<file path="src/rtl/i2c_eeprom_reader.sv">
module i2c_eeprom_reader #(
  parameter int DIV = 4,
  parameter logic [6:0] DEV_ADDR = 7'h50,
  parameter int CNTW = 8,
  parameter int CYW = 16
) (
  input  logic            clk,
  input  logic            rst_n,
  input  logic            cmd_valid,
  input  logic [1:0]      cmd_mode,
  input  logic [7:0]      cmd_addr,
  input  logic [CNTW-1:0] cmd_count,
  output logic            cmd_ready,
  output logic            scl,
  output logic            sda_oe,
  input  logic            sda_in,
  output logic            rd_valid,
  output logic [7:0]      rd_data,
  output logic            done,
  output logic            err,
  output logic [CYW-1:0]  bus_cycles
);
  localparam int PW = $clog2(DIV);
  localparam logic [PW-1:0] LAST = PW'(DIV - 1);
  localparam logic [PW-1:0] SAMP = PW'(DIV - 2);

  typedef enum logic [2:0] {S_IDLE, S_START, S_TX, S_DACK, S_RX, S_MACK, S_STOP} state_t;
  typedef enum logic [1:0] {G_CW, G_AD, G_CR} stage_t;

  state_t state;
  stage_t stage;
  logic [PW-1:0]   phase;
  logic [2:0]      bitn;
  logic [7:0]      sh;
  logic [7:0]      addr_q;
  logic [CNTW-1:0] left;
  logic [CYW-1:0]  cyc;
  logic            nak;
  logic            fail;

  wire slot_end = phase == LAST;
  wire mid      = (phase != '0) && (phase != LAST);
  wire last_wd  = left == CNTW'(1);

  assign cmd_ready = state == S_IDLE;

  always_comb begin
    scl    = mid;
    sda_oe = 1'b0;
    case (state)
      S_IDLE:  scl = 1'b1;
      S_START: sda_oe = phase >= SAMP;
      S_TX:    sda_oe = !sh[7];
      S_MACK:  sda_oe = !last_wd;
      S_STOP:  begin scl = phase != '0; sda_oe = phase < SAMP; end
      default: ;
    endcase
  end

  always_ff @(posedge clk) begin
    if (!rst_n) begin
      state      <= S_IDLE;
      stage      <= G_CW;
      phase      <= '0;
      bitn       <= '0;
      sh         <= '0;
      addr_q     <= '0;
      left       <= '0;
      cyc        <= '0;
      nak        <= 1'b0;
      fail       <= 1'b0;
      rd_valid   <= 1'b0;
      rd_data    <= '0;
      done       <= 1'b0;
      err        <= 1'b0;
      bus_cycles <= '0;
    end else begin
      done     <= 1'b0;
      err      <= 1'b0;
      rd_valid <= 1'b0;
      if (state == S_IDLE) begin
        phase <= '0;
        if (cmd_valid) begin
          state  <= S_START;
          stage  <= cmd_mode[0] ? G_CR : G_CW;
          addr_q <= cmd_addr;
          left   <= (cmd_mode[1] && cmd_count != '0) ? cmd_count : CNTW'(1);
          cyc    <= '0;
          fail   <= 1'b0;
        end
      end else begin
        phase <= slot_end ? '0 : phase + PW'(1);
        if (phase == SAMP) begin
          if (state == S_RX)   sh  <= {sh[6:0], sda_in};
          if (state == S_DACK) nak <= sda_in;
        end
        if (slot_end) begin
          cyc <= cyc + CYW'(1);
          case (state)
            S_START: begin
              state <= S_TX;
              bitn  <= '0;
              sh    <= {DEV_ADDR, stage == G_CR};
            end
            S_TX: begin
              sh <= {sh[6:0], 1'b0};
              if (bitn == 3'd7) state <= S_DACK;
              else bitn <= bitn + 3'd1;
            end
            S_DACK: begin
              if (nak) begin
                state <= S_STOP;
                fail  <= 1'b1;
              end else begin
                case (stage)
                  G_CW: begin
                    state <= S_TX;
                    stage <= G_AD;
                    sh    <= addr_q;
                    bitn  <= '0;
                  end
                  G_AD: begin
                    state <= S_START;
                    stage <= G_CR;
                  end
                  default: begin
                    state <= S_RX;
                    bitn  <= '0;
                  end
                endcase
              end
            end
            S_RX: begin
              if (bitn == 3'd7) begin
                state    <= S_MACK;
                rd_valid <= 1'b1;
                rd_data  <= sh;
              end else begin
                bitn <= bitn + 3'd1;
              end
            end
            S_MACK: begin
              if (last_wd) begin
                state <= S_STOP;
              end else begin
                state <= S_RX;
                left  <= left - CNTW'(1);
                bitn  <= '0;
              end
            end
            S_STOP: begin
              state      <= S_IDLE;
              done       <= 1'b1;
              err        <= fail;
              bus_cycles <= cyc + CYW'(1);
            end
            default: state <= S_IDLE;
          endcase
        end
      end
    end
  end
endmodule

</file>
<file path="config.mk">
export PLATFORM = sky130hd
export DESIGN_NAME = i2c_eeprom_reader
export DESIGN_NICKNAME = d
export VERILOG_FILES = /design/src/rtl/i2c_eeprom_reader.sv
export SDC_FILE = /design/constraint.sdc
export NUM_CORES = 1
export LEC_CHECK = 0
export ABC_AREA = 1
export BUFFER_PORTS_ARGS = -buffer_cell sky130_fd_sc_hd__buf_4
export CORE_ASPECT_RATIO = 1.2
export CORE_MARGIN = 2
export CORE_UTILIZATION = 47
export CTS_CLUSTER_SIZE = 20
export DETAILED_ROUTE_END_ITERATION = 8
export GPL_TIMING_DRIVEN = 0
export MAX_ROUTING_LAYER = met4
export PLACE_DENSITY_LB_ADDON = 0.1
export SETUP_SLACK_MARGIN = 0.05
export SYNTH_ARGS = -nofsm -noshare
export SYNTH_HDL_FRONTEND = slang
export SYNTH_SLANG_ARGS = --single-unit
</file>
<file path="constraint.sdc">
create_clock -name clk -period 2.17 [get_ports clk]
set_clock_uncertainty 0.2 [all_clocks]
set_input_delay 0.217 -clock clk [delete_from_list [all_inputs] [get_ports clk]]
set_output_delay 0.217 -clock clk [all_outputs]
set_load 0.05 [all_outputs]
</file>
==> metrics.yaml <==
outcome: "finished clean"
ant_nets: 0
cp-start-kind: "register"
yosys_most_used_dff: "dfxtp_1"
final_common_cell: "nand2_1"
clkLatencyLatePin_ns: 0.37
syn_nets: 690
ir_drop_v: 0.000364
die_h_um: 108
netlist_area_um2: 4250
cts_max_path_buffers: 2
top_level_ports: 52
critical_path_required_ns: 1.75
first_pass_iters: 5
grt_pass1_wl_um: 18300
r2r-end: "bitn[0]"
timing.slew.headroom_pct: 57.4
grt_pass1_vias: 3894
worst_slew_pin_slew_ns: 0.640
rsz0062_at_grt: "yes"
die_w_um: 90.8
drc: 0
antenna_found_initial: 0
cts_buffers: 9
hold_path.class: "in -> reg"
slew_viol_final: 0
power_leakage_nw: 2.52
num_antenna_cells: 0
cts_tree: "built"
grt_util_all_layers_pct: 24.1
clock_sinks: 79
power_density_nw_per_um2: 696
reg2regPathDepth: 10
layout_common_cells: "nand2_1, inv_1, dfxtp_1"
yosys.area.top_type: "dfxtp_1"
worstHoldPathCells: 5
synth_seq_cells: 79
min_period_ns: 2.09
setup_viol: 0
end_kind: "output pin"
synth_edf_count: 0
dp.cells: 826
max_freq_ghz: 0.478
vias: 4228
hold_slack_ns: 0.0136
coreArea_um2: 8940
synth_cell_types: 31
place.gp.congestion: 0.932
cts_root_buffer: "clkbuf_8"
gr-total-overflow: 0
initial_core_util_pct: 47.5
area_delta_synth_final_pct: 23.3
viasPerCell: 4.93
ys_seq_area_share_pct: 37.2
drt_iter0_drc: 242
synth_area_per_cell_um2: 6.49
fin_nets: 768
yosysWarnings: 0
syn_inst: 655
hold_viol: 0
clkTransAtPathRegs_ns: 0.09
drive_gt1_share_pct: 15.3
fillers: 897
yosys-top-cells-area: "dfxtp_1, nand2_1, inv_1"
grt_start_max_net_pins: 17
dp_hpwl_um: 8320
synth_top_area_share_pct: 37.2
regToRegSetupSlack_ns: 0.16
hold_end: "left[3]"
r2r_start: "phase[1]"
finalCritPeriodShare_pct: 96.4
drv_cap: 0
cp_max_fo: 3
rows: 38
crit_type: "reg -> out"
worstHoldStart: "cmd_count[3]"
wirelength_um: 11400
cts_max_level: 3
critPathArrivalTime_ns: 1.68
layoutNonFillerInstCount: 858
dieArea_um2: 9820
async_reset_ff_share_pct: 0
wl_per_cell_um: 13.3
portBuffers: 51
## sequential cells by signal (all words and copies together) (netlist names)
name / cells
addr_q: 8
bitn: 3
bus_cycles: 16
cyc: 16
done: 1
err: 1
fail: 1
left: 8
nak: 1
phase: 2
rd_data: 8
rd_valid: 1
sh: 8
stage: 2
state: 3
## power by group
part	switching [mW]	leakage (nW)	internal, mW	total (mW)
logic	0.652	1.78	0.357	1.01
clock network	0.619	0.0969	0.440	1.06
registers	0.0556	0.642	1.52	1.58
## area by class of cell
type	count	area, µm²	share of cell area (%)
inverters	87	332	6.33
repair buffers	67	539	10.3
well taps	120	150	2.87
multi-input cells	469	2330	44.4
clock buffers	9	124	2.36
plain buffers	20	116	2.22
clock inverters	7	60.1	1.15
flip-flops and latches	79	1590	30.3
## worst max-delay path, cell delays in order, from the launching register on
cell and delay [ns]:
dfxtp_4 0.39, inv_4 0.05, ha_4 0.16, buf_4 0.14, nand2_1 0.12, nand2_1 0.08, o211ai_1 0.12, buf_4 0.24
## Yosys cell counts (5+ instances only)
cell / n
inv_2: 5
xor2_1: 7
a21oi_1: 41
buf_2: 6
ha_1: 13
dfxtp_1: 79
o21ai_0: 41
nor3_1: 6
nand4_1: 10
nand3_1: 51
nand2_1: 198
o21bai_1: 11
nor2_1: 71
clkbuf_1: 8
inv_1: 82
## metal layers
metal	track usage, %	wire length (µm)	share of wire, %
met5	-	0	0
met4	9.09	159	1.4
met3	4.46	568	5.0
met2	41.4	5630	49
met1	28.2	5030	44
## cells by family after synthesis
logic type / Yosys count / synth area share [%]
compound gates: 101 / 12.9
flops: 79 / 37.2
xor+xnor: 8 / 1.65
buf+inv: 107 / 10.2
fa+ha+maj: 13 / 3.83
simple gates: 347 / 34.2
## how the worst max path moves through the flow
stage | slack [ns] | endpoint | startpoint | cells after the start
after floorplan | 0.20 | scl | state[0] | 5
after global routing | 0.01 | sda_oe | left[2] | 7
after global placement | -0.12 | scl | state[0] | 6
after CTS | 0.04 | scl | state[1] | 6
final | 0.08 | scl | state[0] | 7
after detailed placement | -0.11 | scl | state[0] | 6
## repair_timing
item / 4_1_cts / 5_1_grt
pin swaps: 2 / 1
endpoints found under the hold margin: 13 / 0
resized for setup: 26 / 8
buffers inserted: 2 / 1
endpoints found under the setup margin: 12 / 19
hold buffers: 13 / 0
## per-stage QoR
step / utilization [%] / TNS [ns] / worst slack, ns / total power, mW / cell area, µm²
2_1_floorplan: - / 0 / 0.204 / 2.27 / 4260
3_3_place_gp: 53.6 / -0.122 / -0.122 / 2.50 / 4790
3_5_place_dp: 53.6 / -0.107 / -0.107 / 2.51 / 4790
4_1_cts: 58.3 / 0 / 0.0380 / 3.64 / 5210
5_1_grt: 58.6 / 0 / 0.0133 / 3.86 / 5240
6_report: 58.6 / 0 / 0.0775 / 3.65 / 5240
(Power assumes the default switching activity.)
